==> src/rtl/rsq_pkg.sv <==
package rsq_pkg;

  typedef enum logic [1:0] {
    PIX_3T     = 2'd0,
    PIX_PINNED = 2'd1,
    PIX_SHARED = 2'd2,
    PIX_ALT    = 2'd3
  } pix_mode_e;

  typedef enum logic [3:0] {
    PH_IDLE = 4'd0,
    PH_RST  = 4'd1,
    PH_TX   = 4'd2,
    PH_SEL  = 4'd3,
    PH_SMP  = 4'd4,
    PH_RST3 = 4'd5,
    PH_PARK = 4'd6,
    PH_SCAN = 4'd7,
    PH_END  = 4'd8
  } phase_e;

  // first phase of a row slot for a given pixel type
  function automatic phase_e slot_entry(input logic [1:0] m);
    return (m == PIX_3T) ? PH_SEL : PH_RST;
  endfunction

  function automatic logic mode_shared(input logic [1:0] m);
    return m == PIX_SHARED;
  endfunction

endpackage

==> src/rtl/rsq_phase_fsm.sv <==
module rsq_phase_fsm
  import rsq_pkg::*;
#(
  parameter int SET_W = 8
) (
  input  logic             clk,
  input  logic             rst,
  input  logic             start,
  input  logic [1:0]       mode_in,
  input  logic [1:0]       mode_q,
  input  logic [SET_W-1:0] settle_in,
  input  logic [SET_W-1:0] settle_q,
  input  logic             col_last,
  input  logic             row_last,
  output phase_e           phase,
  output logic             slot_first,
  output logic             frame_go,
  output logic             row_go,
  output logic             scan_go
);

  phase_e           nxt;
  logic [SET_W-1:0] cnt;
  logic [1:0]       mode_eff;
  logic [SET_W-1:0] settle_eff;
  logic [SET_W-1:0] settle_ld;
  logic             at_rest;

  // between frames the live inputs apply, inside a frame the captured ones
  assign at_rest    = (phase == PH_IDLE) || (phase == PH_END);
  assign mode_eff   = at_rest ? mode_in : mode_q;
  assign settle_eff = at_rest ? settle_in : settle_q;
  assign settle_ld  = (settle_eff == '0) ? SET_W'(1) : settle_eff;

  always_comb begin
    nxt      = phase;
    frame_go = 1'b0;
    row_go   = 1'b0;
    case (phase)
      PH_IDLE, PH_END: begin
        if (start) begin
          nxt      = slot_entry(mode_eff);
          frame_go = 1'b1;
        end else begin
          nxt = PH_IDLE;
        end
      end
      PH_RST:  nxt = PH_TX;
      PH_TX:   nxt = PH_SEL;
      PH_SEL:  if (cnt == SET_W'(1)) nxt = PH_SMP;
      PH_SMP: begin
        if (mode_q == PIX_3T)          nxt = PH_RST3;
        else if (mode_shared(mode_q))  nxt = PH_PARK;
        else                           nxt = PH_SCAN;
      end
      PH_RST3: nxt = PH_SCAN;
      PH_PARK: nxt = PH_SCAN;
      PH_SCAN: begin
        if (col_last) begin
          if (row_last) begin
            nxt = PH_END;
          end else if (start) begin
            nxt    = slot_entry(mode_q);
            row_go = 1'b1;
          end else begin
            nxt = PH_IDLE;
          end
        end
      end
      default: nxt = PH_IDLE;
    endcase
  end

  assign scan_go = (nxt == PH_SCAN) && (phase != PH_SCAN);

  always_ff @(posedge clk) begin
    if (rst) begin
      phase      <= PH_IDLE;
      cnt        <= '0;
      slot_first <= 1'b0;
    end else begin
      phase      <= nxt;
      slot_first <= frame_go | row_go;
      if ((nxt == PH_SEL) && (phase != PH_SEL)) cnt <= settle_ld;
      else if (phase == PH_SEL)                 cnt <= cnt - SET_W'(1);
    end
  end

endmodule

==> src/rtl/rsq_row_track.sv <==
module rsq_row_track #(
  parameter int ROW_W = 10
) (
  input  logic             clk,
  input  logic             rst,
  input  logic             frame_go,
  input  logic             row_go,
  input  logic [ROW_W-1:0] rows_q,
  input  logic [ROW_W-1:0] integ_q,
  output logic [ROW_W-1:0] row,
  output logic             row_last,
  output logic             shut_en,
  output logic [ROW_W-1:0] shut_target
);

  logic [ROW_W:0] ahead;
  logic [ROW_W:0] rows_x;

  always_ff @(posedge clk) begin
    if (rst)           row <= '0;
    else if (frame_go) row <= '0;
    else if (row_go)   row <= row + ROW_W'(1);
  end

  assign row_last = (row == rows_q - ROW_W'(1));

  // row is below rows_q, so one conditional subtraction wraps the sum
  assign rows_x      = {1'b0, rows_q};
  assign ahead       = {1'b0, row} + {1'b0, integ_q};
  assign shut_target = ROW_W'((ahead >= rows_x) ? (ahead - rows_x) : ahead);
  assign shut_en     = (integ_q != '0) && (integ_q < rows_q);

endmodule

==> src/rtl/rsq_col_scan.sv <==
module rsq_col_scan #(
  parameter int COL_W = 11
) (
  input  logic             clk,
  input  logic             rst,
  input  logic             scan_go,
  input  logic             scanning,
  input  logic [COL_W-1:0] cols_q,
  output logic [COL_W-1:0] col,
  output logic             col_last
);

  always_ff @(posedge clk) begin
    if (rst)           col <= '0;
    else if (scan_go)  col <= '0;
    else if (scanning) col <= col + COL_W'(1);
  end

  assign col_last = (col == cols_q - COL_W'(1));

endmodule

==> src/rtl/rs_readout_seq.sv <==
module rs_readout_seq
  import rsq_pkg::*;
#(
  parameter int ROW_W     = 10,
  parameter int COL_W     = 11,
  parameter int SET_W     = 8,
  parameter int SHARE_LOG = 2
) (
  input  logic                       clk,
  input  logic                       rst,
  input  logic                       start,
  input  logic [1:0]                 pix_mode,
  input  logic [ROW_W-1:0]           cfg_rows,
  input  logic [COL_W-1:0]           cfg_cols,
  input  logic [SET_W-1:0]           cfg_settle,
  input  logic [ROW_W-1:0]           cfg_integ,
  output logic                       busy,
  output logic [ROW_W-1:0]           row_addr,
  output logic [ROW_W-SHARE_LOG-1:0] fd_group,
  output logic                       row_reset,
  output logic                       row_tx,
  output logic [(1<<SHARE_LOG)-1:0]  tx_lane,
  output logic                       row_sel,
  output logic                       col_pull_hi,
  output logic                       col_pull_lo,
  output logic                       col_sample,
  output logic [COL_W-1:0]           col_addr,
  output logic                       pix_valid,
  output logic                       shut_reset,
  output logic [ROW_W-1:0]           shut_row,
  output logic                       frame_start,
  output logic                       frame_end
);

  localparam int SHARE_N = 1 << SHARE_LOG;
  localparam int GRP_W   = ROW_W - SHARE_LOG;

  logic [1:0]       mode_q;
  logic [ROW_W-1:0] rows_q;
  logic [COL_W-1:0] cols_q;
  logic [SET_W-1:0] settle_q;
  logic [ROW_W-1:0] integ_q;

  phase_e           phase;
  logic             slot_first, frame_go, row_go, scan_go;
  logic [ROW_W-1:0] row;
  logic             row_last, shut_en;
  logic [ROW_W-1:0] shut_target;
  logic [COL_W-1:0] col;
  logic             col_last;
  logic             shared_q;

  // configuration is frozen for the whole frame
  always_ff @(posedge clk) begin
    if (rst) begin
      mode_q   <= '0;
      rows_q   <= '0;
      cols_q   <= '0;
      settle_q <= '0;
      integ_q  <= '0;
    end else if (frame_go) begin
      mode_q   <= pix_mode;
      rows_q   <= cfg_rows;
      cols_q   <= cfg_cols;
      settle_q <= cfg_settle;
      integ_q  <= cfg_integ;
    end
  end

  rsq_phase_fsm #(.SET_W(SET_W)) fsm_i (
    .clk        (clk),
    .rst        (rst),
    .start      (start),
    .mode_in    (pix_mode),
    .mode_q     (mode_q),
    .settle_in  (cfg_settle),
    .settle_q   (settle_q),
    .col_last   (col_last),
    .row_last   (row_last),
    .phase      (phase),
    .slot_first (slot_first),
    .frame_go   (frame_go),
    .row_go     (row_go),
    .scan_go    (scan_go)
  );

  rsq_row_track #(.ROW_W(ROW_W)) rows_i (
    .clk         (clk),
    .rst         (rst),
    .frame_go    (frame_go),
    .row_go      (row_go),
    .rows_q      (rows_q),
    .integ_q     (integ_q),
    .row         (row),
    .row_last    (row_last),
    .shut_en     (shut_en),
    .shut_target (shut_target)
  );

  rsq_col_scan #(.COL_W(COL_W)) cols_i (
    .clk      (clk),
    .rst      (rst),
    .scan_go  (scan_go),
    .scanning (phase == PH_SCAN),
    .cols_q   (cols_q),
    .col      (col),
    .col_last (col_last)
  );

  // outputs decode registered state only
  assign shared_q    = mode_shared(mode_q);
  assign busy        = (phase != PH_IDLE);
  assign row_addr    = busy ? row : '0;
  assign fd_group    = busy ? row[ROW_W-1:SHARE_LOG] : GRP_W'(0);
  assign row_reset   = ((phase == PH_RST) && !shared_q) || (phase == PH_RST3);
  assign row_tx      = (phase == PH_TX);
  assign row_sel     = (phase == PH_SEL) || (phase == PH_SMP) ||
                       (shared_q && ((phase == PH_RST) || (phase == PH_TX) ||
                                     (phase == PH_PARK)));
  assign col_pull_hi = (phase == PH_RST) && shared_q;
  assign col_pull_lo = (phase == PH_PARK);
  assign col_sample  = (phase == PH_SMP);
  assign pix_valid   = (phase == PH_SCAN);
  assign col_addr    = pix_valid ? col : '0;
  assign shut_reset  = slot_first && shut_en;
  assign shut_row    = shut_reset ? shut_target : '0;
  assign frame_start = slot_first && (row == '0);
  assign frame_end   = (phase == PH_END);

  for (genvar g = 0; g < SHARE_N; g++) begin : g_lane
    assign tx_lane[g] = row_tx && (row[SHARE_LOG-1:0] == SHARE_LOG'(g));
  end

endmodule

==> config.mk <==
export PLATFORM = sky130hd
export DESIGN_NAME = rs_readout_seq
export DESIGN_NICKNAME = d
export VERILOG_FILES = /design/src/rtl/rsq_pkg.sv /design/src/rtl/rsq_phase_fsm.sv /design/src/rtl/rsq_row_track.sv /design/src/rtl/rsq_col_scan.sv /design/src/rtl/rs_readout_seq.sv
export SDC_FILE = /design/constraint.sdc
export NUM_CORES = 1
export LEC_CHECK = 0
export ABC_CLOCK_PERIOD_IN_PS = 3900
export BUFFER_PORTS_ARGS = -buffer_cell sky130_fd_sc_hd__buf_2
export CAP_MARGIN = 20
export CELL_PAD_IN_SITES_DETAIL_PLACEMENT = 1
export CELL_PAD_IN_SITES_GLOBAL_PLACEMENT = 1
export CORE_MARGIN = 5
export CORE_UTILIZATION = 37
export CTS_CLUSTER_DIAMETER = 50
export DETAILED_ROUTE_END_ITERATION = 12
export PLACE_DENSITY_LB_ADDON = 0.15
export SYNTH_ARGS = -nofsm -noshare
export SYNTH_HDL_FRONTEND = slang
export SYNTH_SLANG_ARGS = --single-unit
==> constraint.sdc <==
create_clock -name clk -period 3.9 [get_ports clk]
set_input_delay 0.585 -clock clk [delete_from_list [all_inputs] [get_ports clk]]
set_output_delay 0.585 -clock clk [all_outputs]
set_load 0.01 [all_outputs]
==> impl_results.md <==
* Post-synth cell types at 68
* Commonest cells post-synth: 123 x nand2_1, 79 x a21oi_1, 75 x dfxtp_1
* Sink Count at 75
* Nets at 959
* DP HPWL at 14,080 um
* Fraction of layout cells with a size suffix above 1 at 0.2761
* Power density cells at 396.7 nW/um2
* Die H at 132.0 um
* Seq/Total Area, Yosys at 0.2725
* Post-synthesis register bit count at 75
* Final design utilization at 0.4889
* Total Wirelength at 19,840 um
* DIE AREA at 17,430 um2
* Primary FF master, synth: dfxtp_1
* Avg WL per Cell at 18.64 um
* Row count at 44
* VDD IR-drop max at 0.0002249 V
* Ys Warns at 0
* Number of fill cells at 1,818
* Hold crit path type: input pin to flip-flop
* Area contributors post-synth: dfxtp_1 27%, ha_1 8.6%, nand2_1 8.4%
* Startpoint types: flip-flop
* Worst Path Max Fanout at 7
* P_leak at 3.124 nW
* Min cycle time layout at 4444 ps
* Max Freq at 225.0 MHz
* Initial Util at 0.3777
* Syn Std Cell Area at 5510 um2
* Initial DRC Count at 361
* CP Class: flip-flop to output pin
* Syn Inst Count at 743
* Setup violations, final at 10
* Number of nets still failing antenna checks after routing at 0
* H-tree lvl count at 3
* Post-synth EDFFs at 0
* Max_cap viols at 0
* Mapped Nets at 827
* Drt first pass iters at 6
* FF+latch area at 1511 um2
* Violated checks: setup timing
* Clk slew on worst S/H paths at 70 ps
* Slew Viols, Final at 0
* Crit path capture type: output pin
* Cts bufs inserted at 9
* Multi-input combinational cell area at 3934 um2
* Vias in the first global route at 6,385
* Drt drc at 0
* CTS tree: built
* Vias at 5,936
* PortBufs at 97
* Yosys top cell by area: dfxtp_1
* Worst slew pin tran at 714.6 ps
* Largest net degree at the start of global routing at 53
* CP Data Required Time at 3310 ps
* Top-count cell post-synth: nand2_1
* Number of diodes at 0
* Antenna violations before repair at 0
* First-pass GRT wire length at 32,190 um
* Yosys top cell area share at 0.2725
* Async SR Flop Fraction at 0
* RSZ-0062 raised after global routing: true
* Worst Skew at 11.80 ps
* Core ar. at 14,590 um2
* GPL Wtd Cong at 0.9892
* Tcrit/Tclk final at 1.139
* Maximum buffer depth of the clock tree at 2
* Critical path arrival at 3860 ps
* Final hold violation count at 0
* Area grow syn2layout at 29.43%
* Clock Tree Root: clkbuf_16
* Outcome: finished, violations left
* Remaining Overflow, GRT at 0
* Tot GR Track Use at 0.2213
* Via density at 5.579
* Fin worst setup slack at -543.5 ps
* Clock Latency Late Sink at 350 ps
* Relative slew slack at 0.5219
* Die W at 132.0 um
* Io pins at 98
* Synth Area per Inst at 7.416 um2
* Pre-CTS setup slack at -383.4 ps
==> final timing paths <==
| check | end | start | slack [ps] | cells past startpoint |
|---|---|---|---|---|
| hold / removal | cols_q[3]$_SDFFE_PP0P_ | cfg_cols[3] | 470 | 3 |
| setup / recovery | shut_row[8] | integ_q[1]$_SDFFE_PP0P_ | -540 | 16 |
| hold reg to reg | settle_q[5]$_SDFFE_PP0P_ | settle_q[5]$_SDFFE_PP0P_ | 470 | 2 |
| setup reg to reg | fsm_i.cnt[4]$_SDFFE_PP0P_ | cols_q[0]$_SDFFE_PP0P_ | 490 | 10 |
==> power by group <==
part | switching (W) | internal (W)
Clock | 0.000365 | 0.000499
Sequential | 0.0000728 | 0.000824
Combinational | 0.000613 | 0.000454
Total | 0.00105 | 0.00178
==> cell families after synthesis <==
| family | share of synthesized area |
|---|---|
| buf+inv | 0.06380 |
| flops | 0.2725 |
| simple gates | 0.2920 |
| fa+ha+maj | 0.09355 |
| compound gates | 0.1903 |
| xor+xnor | 0.08424 |
| mux | 0.003633 |
==> critical path, stage by stage (launching register included) <==
cell and delay (ps):
dfxtp_4 360, ha_4 240, a21o_1 210, a21oi_2 200, o21ai_2 120, a2111oi_4 410
buf_4 190, o41ai_4 60, xor2_1 230, ha_2 340, nand4_1 150, o31ai_4 100
a31oi_4 330, buf_6 160, nand3_1 110, a21oi_2 160, buf_2 150
==> area by class of cell <==
type                       count  share of cell area
multi-input combinational    588              0.5516
sequential                    75              0.2119
timing repair buffer         164              0.1428
tap                          184             0.03228
clock buffer                   9             0.03158
inverter                      37             0.01947
clock inverter                 7             0.01035
==> state kept, by name, indices dropped and copies added (netlist names), 2 cells and up <==
| register | count |
|---|---|
| fsm_i.phase | 4 |
| cols_q | 11 |
| integ_q | 10 |
| settle_q | 8 |
| rows_i.row | 10 |
| fsm_i.cnt | 8 |
| cols_i.col | 11 |
| rows_q | 10 |
| mode_q | 2 |
==> per-stage QoR <==
stage | power [W] | setup TNS, ps | cells | cell area [um2] | hold slack [ps]
global route | 0.002985 | -5954 | 1064 | 7132 | 459.3
finish | 0.002829 | -4868 | 1064 | 7132 | 466.6
global placement | 0.001748 | -403.1 | 1020 | 6336 | 450.5
floorplan | 0.001506 | 0 | 743 | 5525 | 436.3
CTS | 0.002783 | -1970 | 1057 | 6970 | 456.8
detailed placement | 0.001790 | -2512 | 1020 | 6336 | 464.8
==> what timing repair did <==
item	CTS	global route
pin swaps	25	21
endpoints found under the setup margin	10	10
gates cloned	2	0
hold buffers	0	0
setup buffers	19	6
gates resized for setup	48	24
==> routing by layer <==
layer / share of wire / track usage / vias to the layer above
met3: 0.034 / 0.04237 / 37
met2: 0.52 / 0.4060 / 127
li1: - / - / 2863
met5: 0 / 0 / -
met1: 0.42 / 0.2574 / 2909
met4: 0.023 / 0.07086 / 0
==> cell usage in the layout (no fill, tap or decap), drive strengths merged, types with 3 or more instances in the layout <==
cell type	n
and2	9
and4	4
o31ai	7
nor2b	15
xnor2	28
a21o	6
clkinv	4
or4	4
inv	38
dfxtp	75
o21bai	3
a21boi	3
nand4	14
nand2	123
nor2	56
buf	164
or3	10
and3	16
a21oi	79
a211oi	9
nor3	23
a31oi	9
nand3	17
o21ai	27
nor4	19
clkbuf	9
ha	38
xor2	25
nand2b	6
(Power assumes the default switching activity.)
